**src/rtl/art_pkg.sv**
```systemverilog
package art_pkg;
  // Strobes passed from control to datapath each cycle
  typedef struct packed {
    logic step;       // advance counter by one
    logic extReload;  // external edge forces reload
    logic extSet;     // external edge sets extFlag
    logic wrCount;    // load counter from write port
    logic wrReload;   // load reload register from write port
    logic ovfFlagEn;  // overflow may set ovfFlag
    logic tickEn;     // overflow feeds baud divider
    logic toggleEn;   // overflow toggles clkOut
  } artStrobe_t;
endpackage

```
**src/rtl/art_ctrl.sv**
```systemverilog
module art_ctrl
  import art_pkg::*;
#(
  parameter int SLOW_DIV = 12,
  parameter int FAST_DIV = 2
) (
  input  logic       clk,
  input  logic       rstN,
  input  logic       runEn,
  input  logic       cntSel,
  input  logic       rxBaudSel,
  input  logic       txBaudSel,
  input  logic       clkOutEn,
  input  logic       countPin,
  input  logic       extEn,
  input  logic       extPin,
  input  logic       regWrEn,
  input  logic       regSel,
  output artStrobe_t strobe
);
  localparam int PS_W = (SLOW_DIV > 2) ? $clog2(SLOW_DIV) : 1;
  localparam logic [PS_W-1:0] SLOW_LAST = PS_W'(SLOW_DIV - 1);
  localparam logic [PS_W-1:0] FAST_LAST = PS_W'(FAST_DIV - 1);

  logic baudMode, toggleMode, fastMode, edgeMode;
  logic countPinQ, extPinQ;
  logic countFall, extFall;
  logic [PS_W-1:0] psQ;
  logic [PS_W-1:0] psLast;
  logic psWrap;

  always_comb begin
    baudMode   = rxBaudSel | txBaudSel;
    toggleMode = clkOutEn & ~cntSel;
    fastMode   = baudMode | toggleMode;
    edgeMode   = cntSel & ~fastMode;
    psLast     = fastMode ? FAST_LAST : SLOW_LAST;
    psWrap     = (psQ >= psLast);
    countFall  = countPinQ & ~countPin;
    extFall    = extPinQ & ~extPin;
  end

  always_ff @(posedge clk or negedge rstN) begin
    if (!rstN) begin
      countPinQ <= 1'b1;
      extPinQ   <= 1'b1;
    end else begin
      countPinQ <= countPin;
      extPinQ   <= extPin;
    end
  end

  always_ff @(posedge clk or negedge rstN) begin
    if (!rstN)                             psQ <= '0;
    else if (!runEn || edgeMode || psWrap) psQ <= '0;
    else                                   psQ <= psQ + 1'b1;
  end

  always_comb begin
    strobe           = '0;
    strobe.step      = runEn & (edgeMode ? countFall : psWrap);
    strobe.extSet    = extEn & extFall;
    strobe.extReload = extEn & extFall & ~baudMode;
    strobe.wrCount   = regWrEn & ~runEn & ~regSel;
    strobe.wrReload  = regWrEn & ~runEn & regSel;
    strobe.ovfFlagEn = ~fastMode;
    strobe.tickEn    = baudMode;
    strobe.toggleEn  = toggleMode;
  end
endmodule

```
**src/rtl/art_datapath.sv**
```systemverilog
module art_datapath
  import art_pkg::*;
#(
  parameter int CNT_W    = 16,
  parameter int TICK_DIV = 16
) (
  input  logic             clk,
  input  logic             rstN,
  input  artStrobe_t       strobe,
  input  logic [CNT_W-1:0] wrData,
  input  logic             ovfClr,
  input  logic             extClr,
  output logic [CNT_W-1:0] countQ,
  output logic [CNT_W-1:0] reloadQ,
  output logic             ovfFlag,
  output logic             extFlag,
  output logic             clkOut,
  output logic             baudTick
);
  localparam int TICK_W = (TICK_DIV > 2) ? $clog2(TICK_DIV) : 1;
  localparam logic [TICK_W-1:0] TICK_LAST = TICK_W'(TICK_DIV - 1);
  localparam logic [CNT_W-1:0]  CNT_MAX   = '1;

  logic ovfEvt;
  logic [TICK_W-1:0] tickQ;

  always_comb
    ovfEvt = strobe.step & ~strobe.extReload & ~strobe.wrCount & (countQ == CNT_MAX);

  always_ff @(posedge clk or negedge rstN) begin
    if (!rstN)                 countQ <= '0;
    else if (strobe.wrCount)   countQ <= wrData;
    else if (strobe.extReload) countQ <= reloadQ;
    else if (ovfEvt)           countQ <= reloadQ;
    else if (strobe.step)      countQ <= countQ + 1'b1;
  end

  always_ff @(posedge clk or negedge rstN) begin
    if (!rstN)                reloadQ <= '0;
    else if (strobe.wrReload) reloadQ <= wrData;
  end

  always_ff @(posedge clk or negedge rstN) begin
    if (!rstN) begin
      ovfFlag <= 1'b0;
      extFlag <= 1'b0;
    end else begin
      if (ovfEvt && strobe.ovfFlagEn) ovfFlag <= 1'b1;
      else if (ovfClr)                ovfFlag <= 1'b0;
      if (strobe.extSet)              extFlag <= 1'b1;
      else if (extClr)                extFlag <= 1'b0;
    end
  end

  always_ff @(posedge clk or negedge rstN) begin
    if (!rstN)                           clkOut <= 1'b0;
    else if (ovfEvt && strobe.toggleEn)  clkOut <= ~clkOut;
  end

  always_ff @(posedge clk or negedge rstN) begin
    if (!rstN) begin
      tickQ    <= '0;
      baudTick <= 1'b0;
    end else begin
      baudTick <= 1'b0;
      if (!strobe.tickEn) begin
        tickQ <= '0;
      end else if (ovfEvt) begin
        if (tickQ == TICK_LAST) begin
          tickQ    <= '0;
          baudTick <= 1'b1;
        end else begin
          tickQ <= tickQ + 1'b1;
        end
      end
    end
  end
endmodule

```
**src/rtl/autoreload_timer.sv**
```systemverilog
module autoreload_timer
  import art_pkg::*;
#(
  parameter int CNT_W    = 16,
  parameter int SLOW_DIV = 12,
  parameter int FAST_DIV = 2,
  parameter int TICK_DIV = 16
) (
  input  logic             clk,
  input  logic             rstN,
  input  logic             runEn,
  input  logic             cntSel,
  input  logic             rxBaudSel,
  input  logic             txBaudSel,
  input  logic             clkOutEn,
  input  logic             countPin,
  input  logic             extEn,
  input  logic             extPin,
  input  logic             ovfClr,
  input  logic             extClr,
  input  logic             regWrEn,
  input  logic             regSel,
  input  logic [CNT_W-1:0] regWrData,
  output logic [CNT_W-1:0] countOut,
  output logic             baudTick,
  output logic             clkOut,
  output logic             ovfFlag,
  output logic             extFlag
);
  artStrobe_t strobe;
  logic [CNT_W-1:0] reloadVal;

  art_ctrl #(.SLOW_DIV(SLOW_DIV), .FAST_DIV(FAST_DIV)) u_ctrl (
    .clk(clk), .rstN(rstN), .runEn(runEn), .cntSel(cntSel),
    .rxBaudSel(rxBaudSel), .txBaudSel(txBaudSel), .clkOutEn(clkOutEn),
    .countPin(countPin), .extEn(extEn), .extPin(extPin),
    .regWrEn(regWrEn), .regSel(regSel), .strobe(strobe)
  );

  art_datapath #(.CNT_W(CNT_W), .TICK_DIV(TICK_DIV)) u_dp (
    .clk(clk), .rstN(rstN), .strobe(strobe), .wrData(regWrData),
    .ovfClr(ovfClr), .extClr(extClr), .countQ(countOut), .reloadQ(reloadVal),
    .ovfFlag(ovfFlag), .extFlag(extFlag), .clkOut(clkOut), .baudTick(baudTick)
  );
endmodule

```
**config.mk**
```make
export PLATFORM = sky130hd
export DESIGN_NAME = autoreload_timer
export DESIGN_NICKNAME = d
export VERILOG_FILES = /design/src/rtl/art_pkg.sv /design/src/rtl/art_ctrl.sv /design/src/rtl/art_datapath.sv /design/src/rtl/autoreload_timer.sv
export SDC_FILE = /design/constraint.sdc
export NUM_CORES = 1
export LEC_CHECK = 0
export BUFFER_PORTS_ARGS = -buffer_cell sky130_fd_sc_hd__buf_2
export CAP_MARGIN = 10
export CORE_MARGIN = 2
export CORE_UTILIZATION = 55
export CTS_CLUSTER_DIAMETER = 200
export DETAILED_ROUTE_END_ITERATION = 10
export PLACE_DENSITY = 0.79
export RECOVER_POWER = 50
export SETUP_SLACK_MARGIN = 0.1
export SLEW_MARGIN = 5
export SYNTH_ARGS = -nofsm -noshare
export SYNTH_HDL_FRONTEND = slang
export SYNTH_SLANG_ARGS = --single-unit
```
**constraint.sdc**
```tcl
create_clock -name clk -period 4.2 [get_ports clk]
set_input_delay 0.21 -clock clk [delete_from_list [all_inputs] [get_ports clk]]
set_output_delay 0.21 -clock clk [all_outputs]
set_load 0.05 [all_outputs]
```
==> results of run 1 <==
[critical path, delay by kind of cell, from the launching register on]
family | cells | cell delay [ps]
AOI/OAI and AO/OA | 2 | 380
adders and majority gates | 1 | 260
buffers and inverters | 1 | 260
DFF | 1 | 450
and+or+nand+nor | 3 | 1040
[synthesized netlist by cell type (3+ instances only)]
cell type   n  area share
o211ai_1   15       0.043
dfrtp_1    44        0.42
o21ai_1     3      0.0057
a22oi_1     4       0.011
o21ai_0    11       0.021
nor4_1      6       0.014
nor2_1     17       0.024
and4_1      3       0.010
clkbuf_1    8       0.011
inv_1       6      0.0086
and3_1      4      0.0095
mux2_2     16       0.069
nor2b_1     3      0.0072
nor3_1      6       0.011
a32o_1      3       0.011
a21oi_1     6       0.011
nand3_1    11       0.021
a31oi_1     4      0.0095
xnor2_1     4       0.013
ha_1        5       0.024
nand2_1    23       0.033
nand4_1     3      0.0072
a211oi_1    4       0.011
or4_1       3      0.0086
buf_2       5      0.0095
[how the worst max path moves through the flow]
stage,start,cells after the start,slack [ps],to
after floorplan,u_dp.countQ[0],7,1780,u_dp.countQ[6]
after global placement,txBaudSel,9,1530,u_dp.countQ[3]
after detailed placement,txBaudSel,9,1450,u_dp.countQ[3]
after CTS,u_dp.countQ[0],7,1750,u_dp.tickQ[2]
after global routing,u_dp.countQ[0],7,1430,u_dp.countQ[4]
final,u_dp.countQ[0],7,1700,u_dp.tickQ[2]
[metrics by stage]
step / hold slack [ps] / power (mW) / util / std cells / area (µm²)
after global placement: 325.1 / 1.141 / 0.6244 / 359 / 2910
final: 11.71 / 1.398 / 0.6387 / 366 / 2977
after global routing: 4.814 / 1.468 / 0.6387 / 366 / 2977
after detailed placement: 328.2 / 1.148 / 0.6244 / 359 / 2910
after floorplan: -85.59 / 0.9973 / - / 266 / 2625
after CTS: 12.08 / 1.400 / 0.6408 / 366 / 2987
[layer usage]
metal | up-vias | GRT usage | wire length (µm)
li1 | 1127 | - | -
met1 | 1200 | 0.3640 | 2981
met2 | 110 | 0.4334 | 3218
met3 | 11 | 0.05110 | 478
met4 | 0 | 0.09671 | 108
met5 | - | 0 | 0
[final cells by class]
class                           instances  area [µm²]
Fill cell                             385        1684
Tap cell                               54       67.56
Clock buffer                            7       76.32
Multi-Input combinational cell        201        1399
Timing Repair Buffer                   52       257.7
Inverter                                6       22.52
Sequential cell                        46        1154
[flip-flops by register name, summed over array words and instances (netlist names)]
register,count
u_dp.extFlag,1
u_ctrl.extPinQ,1
u_ctrl.countPinQ,1
u_dp.ovfFlag,1
u_dp.countQ,16
u_dp.baudTick,1
u_dp.clkOut,1
u_dp.reloadQ,16
u_dp.tickQ,4
u_ctrl.psQ,4
[cell families (layout without fill, tap and decap cells)]
family                     Yosys count  after routing  synth area share
and+or+nand+nor                     96             96            0.1969
AOI/OAI and AO/OA                   77             77            0.2178
DFF                                 46             46            0.4395
buffers and inverters               19             65           0.02955
muxes                               17             17           0.07245
xor gates and xnor gates             6              6           0.02002
adders and majority gates            5              5           0.02383
[power breakdown]
| group | internal, mW | switching (mW) |
|---|---|---|
| Clock | 0.115 | 0.142 |
| Combinational | 0.162 | 0.341 |
| Sequential | 0.526 | 0.111 |
==> impl_metrics.tcl, run 1 <==
set metrics [dict create \
    dieArea_um2 5341 \
    finalHoldViolCount 0 \
    hold_start "countPin" \
    rsz0062_at_grt "false" \
    grt-ovfl-total 0 \
    fin_ws_ps 1700 \
    status "finished, violations left" \
    core_um2 4661 \
    antennaDiodeCount 0 \
    final_common_cell "dfrtp_1" \
    r2r_start "u_dp.countQ[0]" \
    vias 2448 \
    die_w_um 73.09 \
    setup_viol 0 \
    cp-end-kind "register" \
    cts-root-buf "clkbuf_8" \
    grt_pass1_vias 2280 \
    crit_required_ps 4390 \
    finClkSkew_ps 5.262 \
    dieHeight_um 73.09 \
    path_class "register to register" \
    p_leak_nw 1.271 \
    ctsResizeCount 0 \
    hold_depth 1 \
    async_flop_share 1.000 \
    cp_slowest_stage_delay_ps 480 \
    cellPowerDensity_nw_per_um2 469.7 \
    violations "max-capacitance violations, max-slew violations" \
    syn_to_final_growth_pct 13.39 \
    place_congestion 0.9353 \
    dpl.hpwl_mm 4.783 \
    dpl_worst_slack_ps 1448 \
    arrival_ps 2690 \
    cts_setup_buffers 0 \
    drc 0 \
    slowest_stage "and3_1" \
    grt_max_degree 47 \
    synthCells 266 \
    setup_tns_ps 0 \
    track_usage 0.2700 \
    ff2ff_setup_slack_ps 1700 \
    max_cap_viol_count 1 \
    synth_seq_area_share 0.4395 \
    syn-num-nets 301 \
    ys_types 62 \
    cts_tree "yes" \
    path_cells "ha_1 -> nand4_1 -> nor4_1 -> buf_4 -> and3_1 -> a31oi_1 -> a41o_1" \
    synth_area_um2 2625 \
    period_minus_slack_ps 2500 \
    avgRoutedWirePerCell_um 18.54 \
    yosys_warnings 0 \
    path_max_fanout 12 \
    antenna_found_initial 0 \
    slew_headroom -0.6190 \
    worst_hold_path.endpoint "u_ctrl.countPinQ" \
    clock_latency_ps 300 \
    fin_nets 347 \
    ys_seq_elements 46 \
    post-route-period-util 0.5952 \
    cp-start-kind "register" \
    cts.sinks 46 \
    syn_area_per_cell_um2 9.868 \
    viasPerCell 6.689 \
    ios 50 \
    synth_flop_cell "dfrtp_1" \
    grt_pass1_wl_mm 11.11 \
    ant_nets 0 \
    port_buffers 49 \
    reg2reg_depth 7 \
    drive_gt1_frac 0.2532 \
    dr.pass1.iters 5 \
    clockBufferDepth 2 \
    num_rows 25 \
    max_slew.worst_pin.slew_ps 2428 \
    drv_slew 47 \
    start_util 0.5632 \
    hold_path.class "input port to register" \
    fmax_mhz 400.0 \
    ctsHtreeMaxLevel 2 \
    drt_wl_total_mm 6.787 \
    final_cell_mix "44 x dfrtp_1, 41 x buf_2, 23 x nand2_1, 17 x nor2_1, 16 x mux2_2" \
    initialDrtViolationCount 203 \
    cts_hold_buf 0 \
    path_clk_slew_ps 80 \
    ir_drop_mv 0.3098 \
    synth-edff-count 0 \
    r2r-end "u_dp.tickQ[2]" \
    cts_made_buffers 5 \
]
Power figures use the tool's default switching activity.
==> run 2: changes to the inputs <==
==> constraint.sdc (replaced) <==
create_clock -name clk -period 2.3 [get_ports clk]
set_input_delay 0.115 -clock clk [delete_from_list [all_inputs] [get_ports clk]]
set_output_delay 0.115 -clock clk [all_outputs]
set_load 0.05 [all_outputs]
==> run 2 against run 1 <==
  * The flow finishes with violations (negative hold slack)
  * Cell area up 9.9%
  * Via count rose by 4.1%
  * Worst hold slack worse by 15 ps
  * Combinational power is 110% higher
  * Clock-buffer cell count unchanged
  * Die area is the same
  * Clock skew increased by 1.5 ps
  * Cell count is 8.5% higher
  * Critical path type unchanged
  * Critical endpoint is now u_dp.clkOut
  * Largest cell class unchanged
  * Highest routed layer unchanged
==> impl_metrics.tcl, run 2 (synthesis gave the netlist of run 1 again) <==
set metrics [dict create \
    ctsHtreeMaxLevel 2 \
    cp.depth 5 \
    dieArea_um2 5341 \
    grt_max_degree 38 \
    clock_latency_ps 300 \
    initialDrtViolationCount 174 \
    cp_slowest_stage_delay_ps 520 \
    viasPerCell 6.418 \
    max_cap_viol_count 0 \
    dieHeight_um 73.09 \
    syn_to_final_growth_pct 24.59 \
    antenna_found_initial 0 \
    setup_viol 0 \
    drive_gt1_frac 0.3382 \
    ios 50 \
    grt_pass1_wl_mm 12.13 \
    holdWs_ps -3.652 \
    fin_nets 377 \
    slew_headroom 0.3116 \
    final_cell_mix "33 x dfrtp_1, 32 x buf_2, 27 x buf_4, 23 x nand2_1, 18 x clkbuf_1" \
    max_slew.worst_pin.slew_ps 1033 \
    dr.pass1.iters 5 \
    fmax_mhz 473.1 \
    port_buffers 49 \
    violations "negative hold slack" \
    drt_wl_total_mm 7.642 \
    die_w_um 73.09 \
    crit_required_ps 2490 \
    vias 2548 \
    crit_family "simple AND/OR/NAND/NOR gates" \
    ant_nets 0 \
    cts-root-buf "clkbuf_8" \
    cp-end-kind "register" \
    reg2reg_depth 5 \
    ir_drop_mv 0.6295 \
    grt_pass1_vias 2520 \
    finalHoldViolCount 1 \
    cts_made_buffers 5 \
    cp.buffers_inverters 0 \
    drc 0 \
    arrival_ps 2300 \
    finClkSkew_ps 6.799 \
    place_congestion 0.9641 \
    final_common_cell "dfrtp_1" \
    hold_path.class "input port to register" \
    dpl_worst_slack_ps -60.78 \
    cts.sinks 46 \
    path_cells "nor2b_1 -> o21a_1 -> nand3_1 -> or4_1 -> xnor2_1" \
    fin_ws_ps 186.5 \
    post-route-period-util 0.9189 \
    path_clk_slew_ps 80 \
    rsz0062_at_grt "true" \
    total_power_mw 2.723 \
    start_util 0.5632 \
    drv_slew 0 \
    period_minus_slack_ps 2114 \
    clockBufferDepth 2 \
    path_class "register to register" \
    core_um2 4661 \
    status "finished, violations left" \
    avgRoutedWirePerCell_um 19.25 \
    final_core_util 0.7017 \
    dpl.hpwl_mm 5.597 \
    antennaDiodeCount 0 \
    path_max_fanout 9 \
    cts_tree "yes" \
    num_rows 25 \
    cellPowerDensity_nw_per_um2 832.6 \
    track_usage 0.2990 \
    reg_top3 "u_dp.countQ x16, u_dp.reloadQ x16" \
    cp-start-kind "register" \
    hold_depth 2 \
    grt-ovfl-total 0 \
    p_leak_nw 1.388 \
    slowest_stage "dfstp_2" \
]
## run 2: cell types whose count changed in the layout (fill, tap and decap cells not counted), moves of 2 or more
cell / delta
clkbuf_1: +8
buf_12: +2
buf_4: +24
dlygate4sd3_1: +3
dfrtp_1: -11
dfrtp_2: +11
buf_2: -9
## run 2: final cells by class
type | instances | area, µm²
well taps | 54 | 67.56
clock buffers | 7 | 86.33
clock inverters | 1 | 5.005
flip-flops and latches | 46 | 1167
repair buffers | 82 | 501.7
inverters | 6 | 22.52
fillers | 387 | 1390
multi-input cells | 201 | 1420
## run 2: metrics by stage
stage	hold slack, ps	instances	setup TNS, ps	instance area (µm²)
floorplan	-180.6	266	0	2645
global placement	229.8	383	0	3123
detailed placement	235.1	383	-161.5	3123
CTS	6.233	394	0	3244
global route	2.108	397	0	3271
finish	-3.652	397	0	3271
## run 2: power breakdown
| part | leakage (nW) | switching (mW) | internal (mW) |
|---|---|---|---|
| clock | 0.0482 | 0.270 | 0.243 |
| combinational | 0.784 | 0.675 | 0.363 |
| sequential | 0.555 | 0.199 | 0.973 |
| total | 1.39 | 1.14 | 1.58 |
## run 2: metal layers
metal / wire (µm) / share of wire / vias to the layer above / track usage
li1: - / - / 1184 / -
met1: 3136 / 0.41 / 1231 / 0.3672
met2: 3865 / 0.51 / 107 / 0.5165
met3: 448 / 0.059 / 26 / 0.05663
met4: 191 / 0.025 / 0 / 0.1152
met5: 0 / 0 / - / 0
## run 2: what timing repair did
item                                    in CTS  in global routing
resized for setup                            0                  5
hold buffers                                 3                  0
buffers inserted                             0                  3
endpoints found under the hold margin       36                  0
endpoints found under the setup margin       0                 20
## run 2: worst paths after layout
| kind | slack [ps] | endpoint | from |
|---|---|---|---|
| max | 190 | u_dp.clkOut | u_ctrl.countPinQ |
| min | -4 | u_dp.extFlag | extClr |
| max reg2reg | 190 | u_dp.clkOut | u_ctrl.countPinQ |
| min reg2reg | 490 | u_dp.clkOut | u_dp.clkOut |
| max in group asynchronous | 1070 | u_ctrl.countPinQ | rstN |
| min in group asynchronous | 490 | u_dp.tickQ[3] | rstN |
## run 2: worst register-to-register path: stages (launching register included)
cell and delay (ps):
dfstp_2 520, nor2b_1 180, o21a_1 380, nand3_1 300, or4_1 490, xnor2_1 140
==> run 3: changes to the inputs <==
--- a/config.mk
+++ b/config.mk
@@ -7,7 +7,7 @@
 export LEC_CHECK = 0
 export BUFFER_PORTS_ARGS = -buffer_cell sky130_fd_sc_hd__buf_2
 export CAP_MARGIN = 10
-export CORE_MARGIN = 2
+export CORE_MARGIN = 10
 export CORE_UTILIZATION = 55
 export CTS_CLUSTER_DIAMETER = 200
 export DETAILED_ROUTE_END_ITERATION = 10
==> constraint.sdc (replaced) <==
create_clock -name clk -period 2.2 [get_ports clk]
set_input_delay 0.11 -clock clk [delete_from_list [all_inputs] [get_ports clk]]
set_output_delay 0.11 -clock clk [all_outputs]
set_load 0.05 [all_outputs]
==> run 3 against run 2 <==
  * The run now ends clean
  * Core utilization rose by 1.0 points
  * Die area rose by 49%
  * Wire length rose by 4.5%
  * Fmax rose by 2.8%
  * Register-to-register slack got worse by 40 ps
  * Cell area rose by 1.5%
  * Cell count fell by 0.25%
  * Combinational power rose by 4%
  * Worst hold slack improved by 6.7 ps
  * Global-route usage fell by 9.1 points
  * Worst setup slack got worse by 42 ps
  * Critical path type unchanged
  * Largest power group unchanged
==> impl_metrics.tcl, run 3 (synthesis gave the netlist of run 1 again) <==
set metrics [dict create \
    fin_nets 376 \
    cts-root-buf "clkbuf_8" \
    p_int_mw 1.662 \
    grt_max_degree 25 \
    avgRoutedWirePerCell_um 20.17 \
    clock_latency_ps 310 \
    fmax_mhz 486.5 \
    p_seq_frac 0.436 \
    start_util 0.5632 \
    reg_top3 "u_dp.countQ x16, u_dp.reloadQ x16" \
    place_congestion 0.9253 \
    path_max_fanout 7 \
    arrival_ps 2300 \
    grt_pass1_wl_mm 12.97 \
    finClkSkew_ps 8.315 \
    viasPerCell 6.515 \
    grt.met3_usage 0.04649 \
    num_rows 25 \
    met2_usage 0.3512 \
    final_area_um2 3318 \
    fin_ws_ps 144.4 \
    cp-end-kind "register" \
    setup_viol 0 \
    place_area_um2 3126 \
    p_comb_frac 0.376 \
    met1_usage 0.2563 \
    hold_path.class "input port to register" \
    finalHoldViolCount 0 \
    dr.pass1.iters 4 \
    holdWs_ps 3.077 \
    track_usage 0.2081 \
    status "completed" \
    ant_nets 0 \
    cts.sinks 46 \
    ctsHtreeMaxLevel 2 \
    cts_made_buffers 5 \
    path_clk_slew_ps 90 \
    cellPowerDensity_nw_per_um2 865.4 \
    crit_required_ps 2450 \
    slew_headroom 0.1258 \
    p_clk_frac 0.188 \
    grt_pass1_vias 2597 \
    fillCellCount 381 \
    dieHeight_um 89.09 \
    vias 2580 \
    core_um2 4661 \
    dpl_worst_slack_ps -65.47 \
    cts_tree "yes" \
    antennaDiodeCount 0 \
    port_buffers 49 \
    clockBufferDepth 2 \
    max_slew.worst_pin.slew_ps 1311 \
    antenna_found_initial 0 \
    dpl.hpwl_mm 5.786 \
    drive_gt1_frac 0.3977 \
    final_common_cell "buf_2" \
    initialDrtViolationCount 227 \
    dieArea_um2 7936 \
    p_leak_nw 1.431 \
    post-route-period-util 0.9344 \
    drt_wl_total_mm 7.988 \
    ios 50 \
    die_w_um 89.09 \
    syn_to_final_growth_pct 26.41 \
    path_class "register to register" \
    cp-start-kind "register" \
    drc 0 \
    drv_slew 0 \
    grt-busiest-layer "met2" \
    ir_drop_mv 0.6751 \
    final_cell_mix "46 x buf_2, 31 x dfrtp_1, 26 x buf_4, 22 x nand2_1" \
    rsz0062_at_grt "true" \
    period_minus_slack_ps 2056 \
    grt-ovfl-total 0 \
    p_switching_mw 1.209 \
    switching_share 0.4211 \
    max_cap_viol_count 0 \
]
-- run 3: changes by cell type in the layout (fill, tap and decap cells not counted), moves of 2 or more --
cell      change
buf_2        +14
clkbuf_1     -13
dfrtp_1       -2
dfrtp_2       +2
nand3_1       -2
-- run 3: cell type report --
type,instances,area [µm²],share of cell area
Clock buffer,7,86.33,0.02602
Clock inverter,1,5.005,0.001508
Inverter,6,22.52,0.006787
Multi-Input combinational cell,201,1466,0.4419
Sequential cell,46,1170,0.3526
Tap cell,54,67.56,0.02036
Timing Repair Buffer,81,500.5,0.1508
-- run 3: power groups by stage --
| stage | clock network [mW] | registers [mW] | logic, mW |
|---|---|---|---|
| floorplan | 0 | 1.53 | 0.407 |
| global placement | 0 | 1.25 | 1.03 |
| detailed placement | 0 | 1.26 | 1.05 |
| CTS | 0.557 | 1.24 | 1.06 |
| global route | 0.585 | 1.28 | 1.16 |
| finish | 0.540 | 1.25 | 1.08 |
-- run 3: path summary, 6_finish.rpt --
kind                               start              to  slack [ps]  cells past startpoint
min in group asynchronous           rstN  u_dp.countQ[2]         620                      2
setup / recovery           u_ctrl.psQ[1]  u_dp.countQ[8]         140                      6
setup reg to reg           u_ctrl.psQ[1]  u_dp.countQ[8]         140                      6
max in group asynchronous           rstN  u_dp.countQ[1]         710                      2
hold / removal                    extClr    u_dp.extFlag           3                      2
hold reg to reg              u_dp.clkOut     u_dp.clkOut         480                      1
-- run 3: per-stage QoR --
step | TNS (ps) | util | power [mW] | std cells
CTS | 0 | 0.6999 | 2.856 | 392
finish | 0 | 0.7119 | 2.872 | 396
global placement | 0 | 0.6706 | 2.284 | 380
floorplan | 0 | - | 1.939 | 266
detailed placement | -80.27 | 0.6706 | 2.304 | 380
global route | 0 | 0.7119 | 3.024 | 396
-- run 3: what timing repair did --
| action | CTS | global route |
|---|---|---|
| pin swaps | 0 | 0 |
| hold endpoints to repair | 25 | 0 |
| setup endpoints to repair | 1 | 20 |
| gates resized for setup | 1 | 8 |
| hold buffers | 4 | 0 |
| buffers inserted | 0 | 4 |
-- run 3: metal layers --
| metal | routed length [µm] | vias up | share of wire |
|---|---|---|---|
| li1 | - | 1183 | - |
| met1 | 3209 | 1267 | 0.40 |
| met2 | 3966 | 116 | 0.50 |
| met3 | 646 | 14 | 0.081 |
| met4 | 164 | 0 | 0.021 |
| met5 | 0 | - | 0 |
-- run 3: worst max-delay path: stages, from the launching register on --
cell,delay (ps)
dfrtp_1,410
ha_1,300
a211oi_2,80
o211a_2,310
or4_1,550
a21oi_2,220
a221o_1,130
